$ cat src/rtl/dmac_pkg.sv
package dmac_pkg;

    localparam int ACC_W   = 40;
    localparam int GUARD_W = 8;
    localparam int BODY_W  = ACC_W - GUARD_W;
    localparam int LO_W    = 16;
    localparam int HI_W    = ACC_W - LO_W;
    localparam int OPD_W   = 16;
    localparam int MEM_W   = 2 * OPD_W;
    localparam int SH_W    = 4;
    localparam int PROD_W  = 2 * OPD_W + 2;
    localparam int WIDE_W  = ACC_W + (1 << SH_W) + 1;
    localparam int REL_W   = 3;
    localparam int OPC_W   = 3;

    typedef logic [ACC_W-1:0]         acc_t;
    typedef logic signed [WIDE_W-1:0] wide_t;
    typedef logic signed [PROD_W-1:0] prod_t;

    typedef enum logic [OPC_W-1:0] {
        OP_NOP   = 3'd0,
        OP_ADDK  = 3'd1,
        OP_ADDSH = 3'd2,
        OP_MPY   = 3'd3,
        OP_MAC   = 3'd4,
        OP_DUAL  = 3'd5,
        OP_CMP   = 3'd6,
        OP_RSVD  = 3'd7
    } op_e;

    typedef enum logic [REL_W-1:0] {
        REL_EQ = 3'd0,
        REL_NE = 3'd1,
        REL_LT = 3'd2,
        REL_LE = 3'd3,
        REL_GT = 3'd4,
        REL_GE = 3'd5,
        REL_X6 = 3'd6,
        REL_X7 = 3'd7
    } rel_e;

    typedef struct packed {
        logic wr;
        logic ovf;
        acc_t value;
    } wb_t;

    function automatic wide_t widen_acc(input acc_t v);
        return {{(WIDE_W-ACC_W){v[ACC_W-1]}}, v};
    endfunction

    function automatic wide_t widen_prod(input prod_t p);
        return {{(WIDE_W-PROD_W){p[PROD_W-1]}}, p};
    endfunction

    function automatic wide_t widen_opnd(input logic [OPD_W-1:0] v);
        return {{(WIDE_W-OPD_W){v[OPD_W-1]}}, v};
    endfunction

    function automatic logic fits_acc(input wide_t w);
        return w == widen_acc(w[ACC_W-1:0]);
    endfunction

endpackage

$ cat src/rtl/dmac_mult.sv
module dmac_mult
    import dmac_pkg::*;
(
    input  logic [OPD_W-1:0] opnd_a,
    input  logic [OPD_W-1:0] opnd_b,
    input  logic             uns,
    output prod_t            product
);
    logic signed [OPD_W:0] a_ext;
    logic signed [OPD_W:0] b_ext;

    always_comb begin
        a_ext = {(uns ? 1'b0 : opnd_a[OPD_W-1]), opnd_a};
        b_ext = {(uns ? 1'b0 : opnd_b[OPD_W-1]), opnd_b};
        product = PROD_W'(a_ext * b_ext);
    end
endmodule

$ cat src/rtl/dmac_cmp.sv
module dmac_cmp
    import dmac_pkg::*;
(
    input  acc_t lhs,
    input  acc_t rhs,
    input  logic uns,
    input  rel_e rel,
    output logic holds
);
    logic lt;
    logic eq;

    always_comb begin
        eq = (lhs == rhs);
        lt = uns ? (lhs < rhs) : ($signed(lhs) < $signed(rhs));
        case (rel)
            REL_EQ:  holds = eq;
            REL_NE:  holds = !eq;
            REL_LT:  holds = lt;
            REL_LE:  holds = lt || eq;
            REL_GT:  holds = !(lt || eq);
            REL_GE:  holds = !lt;
            default: holds = 1'b0;
        endcase
    end
endmodule

$ cat src/rtl/dmac_alu.sv
module dmac_alu
    import dmac_pkg::*;
(
    input  op_e              op,
    input  acc_t             dst_val,
    input  acc_t             src_val,
    input  logic [MEM_W-1:0] mem_opnd,
    input  prod_t            product,
    input  logic [SH_W-1:0]  shift_amt,
    output wb_t              wb
);
    wide_t           sum;
    logic [HI_W-1:0] hi_lane;
    logic [LO_W-1:0] lo_lane;

    always_comb begin
        sum     = '0;
        hi_lane = src_val[ACC_W-1:LO_W]
                + {{(HI_W-OPD_W){mem_opnd[MEM_W-1]}}, mem_opnd[MEM_W-1:OPD_W]};
        lo_lane = src_val[LO_W-1:0] + mem_opnd[LO_W-1:0];
        wb      = '0;
        case (op)
            OP_ADDK: begin
                sum      = widen_acc(dst_val) + widen_opnd(mem_opnd[OPD_W-1:0]);
                wb.wr    = 1'b1;
                wb.value = sum[ACC_W-1:0];
                wb.ovf   = !fits_acc(sum);
            end
            OP_ADDSH: begin
                sum      = widen_acc(dst_val) + (widen_acc(src_val) <<< shift_amt);
                wb.wr    = 1'b1;
                wb.value = sum[ACC_W-1:0];
                wb.ovf   = !fits_acc(sum);
            end
            OP_MPY: begin
                sum      = widen_prod(product);
                wb.wr    = 1'b1;
                wb.value = sum[ACC_W-1:0];
                wb.ovf   = 1'b0;
            end
            OP_MAC: begin
                sum      = widen_acc(dst_val) + widen_prod(product);
                wb.wr    = 1'b1;
                wb.value = sum[ACC_W-1:0];
                wb.ovf   = !fits_acc(sum);
            end
            OP_DUAL: begin
                wb.wr    = 1'b1;
                wb.value = {hi_lane, lo_lane};
                wb.ovf   = 1'b0;
            end
            default: wb = '0;
        endcase
    end
endmodule

$ cat src/rtl/dual_mode_mac.sv
module dual_mode_mac
    import dmac_pkg::*;
#(
    parameter int N_ACC = 4
) (
    input  logic                         clk,
    input  logic                         rst,
    input  logic                         op_valid,
    input  logic [OPC_W-1:0]             op_code,
    input  logic [$clog2(N_ACC)-1:0]     dst_sel,
    input  logic [$clog2(N_ACC)-1:0]     src_sel,
    input  logic [MEM_W-1:0]             mem_opnd,
    input  logic [OPD_W-1:0]             coef,
    input  logic [SH_W-1:0]              shift_amt,
    input  logic                         unsigned_mode,
    input  logic [REL_W-1:0]             relation,
    output logic [N_ACC*ACC_W-1:0]       acc_flat,
    output logic [N_ACC-1:0]             ovf_flags,
    output logic                         test_flag
);
    acc_t             acc_q [N_ACC];
    logic [N_ACC-1:0] ovf_q;
    logic             flag_q;
    acc_t             dst_val;
    acc_t             src_val;
    prod_t            prod;
    wb_t              wb;
    logic             cmp_hit;

    assign dst_val = acc_q[dst_sel];
    assign src_val = acc_q[src_sel];

    dmac_mult u_mult (
        .opnd_a  (src_val[OPD_W-1:0]),
        .opnd_b  (coef),
        .uns     (unsigned_mode),
        .product (prod)
    );

    dmac_alu u_alu (
        .op        (op_e'(op_code)),
        .dst_val   (dst_val),
        .src_val   (src_val),
        .mem_opnd  (mem_opnd),
        .product   (prod),
        .shift_amt (shift_amt),
        .wb        (wb)
    );

    dmac_cmp u_cmp (
        .lhs   (dst_val),
        .rhs   (src_val),
        .uns   (unsigned_mode),
        .rel   (rel_e'(relation)),
        .holds (cmp_hit)
    );

    for (genvar i = 0; i < N_ACC; i++) begin : g_bank
        always_ff @(posedge clk) begin
            if (rst) begin
                acc_q[i] <= '0;
                ovf_q[i] <= 1'b0;
            end else if (op_valid && wb.wr && (int'(dst_sel) == i)) begin
                acc_q[i] <= wb.value;
                ovf_q[i] <= wb.ovf;
            end
        end

        assign acc_flat[i*ACC_W +: ACC_W] = acc_q[i];


        a_r1_reset_clears: assert property (@(posedge clk)
            rst |=> (acc_q[i] == '0 && !ovf_q[i]));


        a_r10_other_untouched: assert property (@(posedge clk) disable iff (rst)
            (op_valid && int'(dst_sel) != i) |=> ($stable(acc_q[i]) && $stable(ovf_q[i])));
    end

    always_ff @(posedge clk) begin
        if (rst) begin
            flag_q <= 1'b0;
        end else if (op_valid && op_code == OP_CMP) begin
            flag_q <= cmp_hit;
        end
    end

    assign ovf_flags = ovf_q;
    assign test_flag = flag_q;


    a_r9_flag_only_on_cmp: assert property (@(posedge clk) disable iff (rst)
        !(op_valid && op_code == OP_CMP) |=> $stable(flag_q));


    a_r9_cmp_keeps_ovf: assert property (@(posedge clk) disable iff (rst)
        (op_valid && op_code == OP_CMP) |=> $stable(ovf_q));


    a_r4_mpy_clears_ovf: assert property (@(posedge clk) disable iff (rst)
        (op_valid && op_code == OP_MPY) |=> !ovf_q[$past(dst_sel)]);


    a_r6_low_lane_wraps: assert property (@(posedge clk) disable iff (rst)
        (op_valid && op_code == OP_DUAL) |=>
            acc_q[$past(dst_sel)][LO_W-1:0] == $past(LO_W'(mem_opnd[LO_W-1:0] + src_val[LO_W-1:0])));


    a_r6_high_lane_no_carry: assert property (@(posedge clk) disable iff (rst)
        (op_valid && op_code == OP_DUAL) |=>
            acc_q[$past(dst_sel)][ACC_W-1:LO_W] == $past(HI_W'(src_val[ACC_W-1:LO_W]
                + {{(HI_W-OPD_W){mem_opnd[MEM_W-1]}}, mem_opnd[MEM_W-1:OPD_W]})));
endmodule

$ cat config.mk
export PLATFORM = sky130hd
export DESIGN_NAME = dual_mode_mac
export DESIGN_NICKNAME = d
export VERILOG_FILES = /design/src/rtl/dmac_pkg.sv /design/src/rtl/dmac_mult.sv /design/src/rtl/dmac_cmp.sv /design/src/rtl/dmac_alu.sv /design/src/rtl/dual_mode_mac.sv
export SDC_FILE = /design/constraint.sdc
export NUM_CORES = 2
export LEC_CHECK = 0
export ABC_AREA = 0
export CORE_ASPECT_RATIO = 0.8
export CORE_MARGIN = 1
export CORE_UTILIZATION = 47
export CTS_CLUSTER_DIAMETER = 60
export DETAILED_ROUTE_END_ITERATION = 10
export HOLD_SLACK_MARGIN = 0.12
export MAX_ROUTING_LAYER = met4
export PLACE_DENSITY = 0.69
export SLEW_MARGIN = 20
export SYNTH_ARGS = -nofsm -noshare
export SYNTH_HDL_FRONTEND = slang
export SYNTH_SLANG_ARGS = --single-unit
$ cat constraint.sdc
create_clock -name clk -period 12.52 [get_ports clk]
set_clock_uncertainty 0.05 [all_clocks]
set_input_delay 2.504 -clock clk [delete_from_list [all_inputs] [get_ports clk]]
set_output_delay 2.504 -clock clk [all_outputs]
set_load 0.05 [all_outputs]
==> impl_metrics.env <==
export IMPL_r2r_start="acc_q[3][6]"
export IMPL_syn_num_nets=4366
export IMPL_cp_top_family="compound AO/OA/AOI/OAI gates"
export IMPL_avgSynthCellArea_um2=8.68
export IMPL_r2r_cells=33
export IMPL_synthesis_area_um2=32100
export IMPL_tns_ps=0
export IMPL_vias=29700
export IMPL_hp_class="flop to flop"
export IMPL_crit_path_top_delay_cell="mux4_2"
export IMPL_grtUsageTotal_pct=33.1
export IMPL_startpoint_type="primary input"
export IMPL_firstDrtPassIters=6
export IMPL_startpoint="src_sel[0]"
export IMPL_clockBufferDepth=2
export IMPL_cp_common_cell="fa_1"
export IMPL_grt_setup_unrepaired="false"
export IMPL_layout_min_cycle_time_ps=12320
export IMPL_grt_max_degree=67
export IMPL_post_drt_wl_per_cell_um=23.3
export IMPL_drcViolationCount=0
export IMPL_rows=85
export IMPL_core_area_um2=67400
export IMPL_fillCellCount=6327
export IMPL_synthCells=3702
export IMPL_worstPathRequired_ps=12640
export IMPL_viasPerCell=6.20
export IMPL_gp_congestion=1.04
export IMPL_cts_root_buffer="clkbuf_16"
export IMPL_clock_fmax_mhz=81.2
export IMPL_place_worst_setup_slack_ps=-88.2
export IMPL_grt_pass1_wl_um=171000
export IMPL_drt_initial_drc_count=3516
export IMPL_critPathMaxStageDelay_ps=730
export IMPL_regToRegSetupSlack_ps=2150
export IMPL_drive_above_1_share_pct=7.07
export IMPL_yosysUniqueCellTypes=94
export IMPL_endpoint_kind="flop"
export IMPL_nets=4525
export IMPL_worstSetupPathType="primary input to flop"
export IMPL_overflow=0
export IMPL_crit_buf_inv=5
export IMPL_boundaryPins=231
export IMPL_cp_arrival_ps=12440
export IMPL_insertion_delay_ps=440
export IMPL_antenna_cells=0
export IMPL_start_util_pct=47.6
export IMPL_drt_total_wl_um=111000
export IMPL_clk_pin_slew_ps=70
export IMPL_worst_path_stages=35
export IMPL_yosysSeqAreaShare_pct=15.3
export IMPL_outcome="completed"
export IMPL_final_core_util_pct=53.5
export IMPL_period_share_pct=98.4
export IMPL_path_max_fanout=17
export IMPL_dp_hpwl_um=91800
export IMPL_die_h_um=236
export IMPL_htree_levels=4
export IMPL_max_cap_viol_count=0
export IMPL_hold_viol_final=0
export IMPL_endpoint="acc_q[2][39]"
export IMPL_synth_edf_count=160
export IMPL_yosys_warnings=0
export IMPL_setup_slack_ps=205
export IMPL_synthArstFlopShare_pct=0
export IMPL_clock_sinks=165
export IMPL_antenna_left=0
export IMPL_synthFlopType="edfxtp_1"
export IMPL_worstMarginPinSlew_ps=992
export IMPL_syn_to_final_growth_pct=12.4
export IMPL_r2r_end="acc_q[2][39]"
export IMPL_maxSlewViolCount=0
export IMPL_cts_tree="yes"
export IMPL_die_w_um=294
export IMPL_port_buffers=230
export IMPL_die_area_um2=69400
export IMPL_cts_buffers=17
export IMPL_antenna_found_initial=0
export IMPL_ys_seq_elements=165
export IMPL_grt_pass1_vias=28200
export IMPL_timing_max_slew_rel_slack_pct=33.6
export IMPL_setup_viol=0
export IMPL_holdBufCountCts=0
-- through the flow --
| stage | area, um2 | std cells | hold WS [ps] |
|---|---|---|---|
| 3_5_place_dp | 35500 | 4755 | 441 |
| 3_3_place_gp | 35500 | 4755 | 451 |
| 6_report | 36100 | 4787 | 461 |
| 5_1_grt | 36100 | 4787 | 496 |
| 4_1_cts | 36100 | 4787 | 455 |
| 2_1_floorplan | 32100 | 3702 | 642 |
-- what timing repair did --
action,in CTS,in global routing
buffers inserted,0,0
setup endpoints to repair,0,15
gates resized for setup,0,1
endpoints found under the hold margin,0,0
-- placed cells by master, fill, tap and decap left out, drive strengths merged, types with 12 or more instances in the layout --
cell	count
a211oi	36
a21boi	12
a21o	85
a21oi	262
a221oi	20
a31oi	32
and2	162
and3	17
buf	92
clkbuf	18
clkdlybuf4s50	221
edfxtp	160
fa	300
ha	298
inv	418
mux2i	51
mux4	93
nand2	395
nand2b	25
nand3	43
nand4	34
nor2	359
nor2b	20
nor3	41
o211ai	27
o21a	32
o21ai	162
o21bai	35
o22ai	25
o31ai	14
or3	15
xnor2	109
xor2	66
-- synth_stat cells, types with 35 or more instances --
cell,instances,share of area (%)
nor2_1,358,4.2
xor2_1,66,1.8
o21ai_0,154,2.4
a21o_1,85,2.0
nand3_1,43,0.67
xnor2_1,109,3.0
mux2i_1,51,1.6
edfxtp_1,160,15
inv_1,412,4.8
o21bai_1,35,0.82
clkbuf_1,146,1.7
a21oi_1,262,4.1
nor3_1,41,0.64
fa_1,300,19
nand2_1,395,4.6
mux4_2,93,6.5
ha_1,298,12
and2_1,162,3.2
-- worst min-delay path by stage --
| stage | startpoint | end | slack [ps] | cells after the start |
|---|---|---|---|---|
| global placement | test_flag | test_flag | 450 | 2 |
| floorplan | ovf_flags[3] | ovf_flags[3] | 640 | 2 |
| detailed placement | ovf_flags[2] | ovf_flags[2] | 440 | 2 |
| CTS | ovf_flags[2] | ovf_flags[2] | 460 | 2 |
| global route | ovf_flags[2] | ovf_flags[2] | 500 | 2 |
| finish | ovf_flags[2] | ovf_flags[2] | 460 | 2 |
-- cell type report --
| class | count | area [um2] | area share (%) |
|---|---|---|---|
| Clock inverter | 14 | 143 | 0.395 |
| Inverter | 415 | 1560 | 4.32 |
| Sequential cell | 165 | 4900 | 13.6 |
| Multi-Input combinational cell | 2949 | 25000 | 69.3 |
| Timing Repair Buffer | 313 | 2890 | 8.01 |
| Clock buffer | 18 | 429 | 1.19 |
| Tap cell | 913 | 1140 | 3.16 |
-- worst reg2reg max path: cells and delay by family (launching register included) --
kind                     cells  cell delay (ps)
AO/OA/AOI/OAI               16             4240
XOR/XNOR                     2              420
adder cells (fa/ha/maj)      8             3430
buffers and inverters        3              410
flip-flops                   1              430
multiplexers                 1              710
AND/OR/NAND/NOR              3              390
-- flip-flops by register name, summed over array words and instances (netlist names) --
| register | flops |
|---|---|
| acc_q | 160 |
| ovf_flags | 4 |
| test_flag | 1 |
-- cells by family after synthesis --
group                      share of synthesized area, %
muxes                                              8.49
adders and majority gates                          30.3
and+or+nand+nor                                    16.8
xor gates and xnor gates                           5.13
DFF                                                15.3
buffers and inverters                              6.91
AOI/OAI and AO/OA                                  17.1
-- metal layers --
layer | wire length, um | global-route usage, % | part of all wire (%)
met1 | 49100 | 48.8 | 44
met2 | 47700 | 48.0 | 43
met3 | 12300 | 5.01 | 11
met4 | 2210 | 6.58 | 2.0
met5 | 0 | - | 0
Power is left out: the tool's default activity adds up to more than one toggle a clock period on the data nets, which glitch-free logic cannot reach.
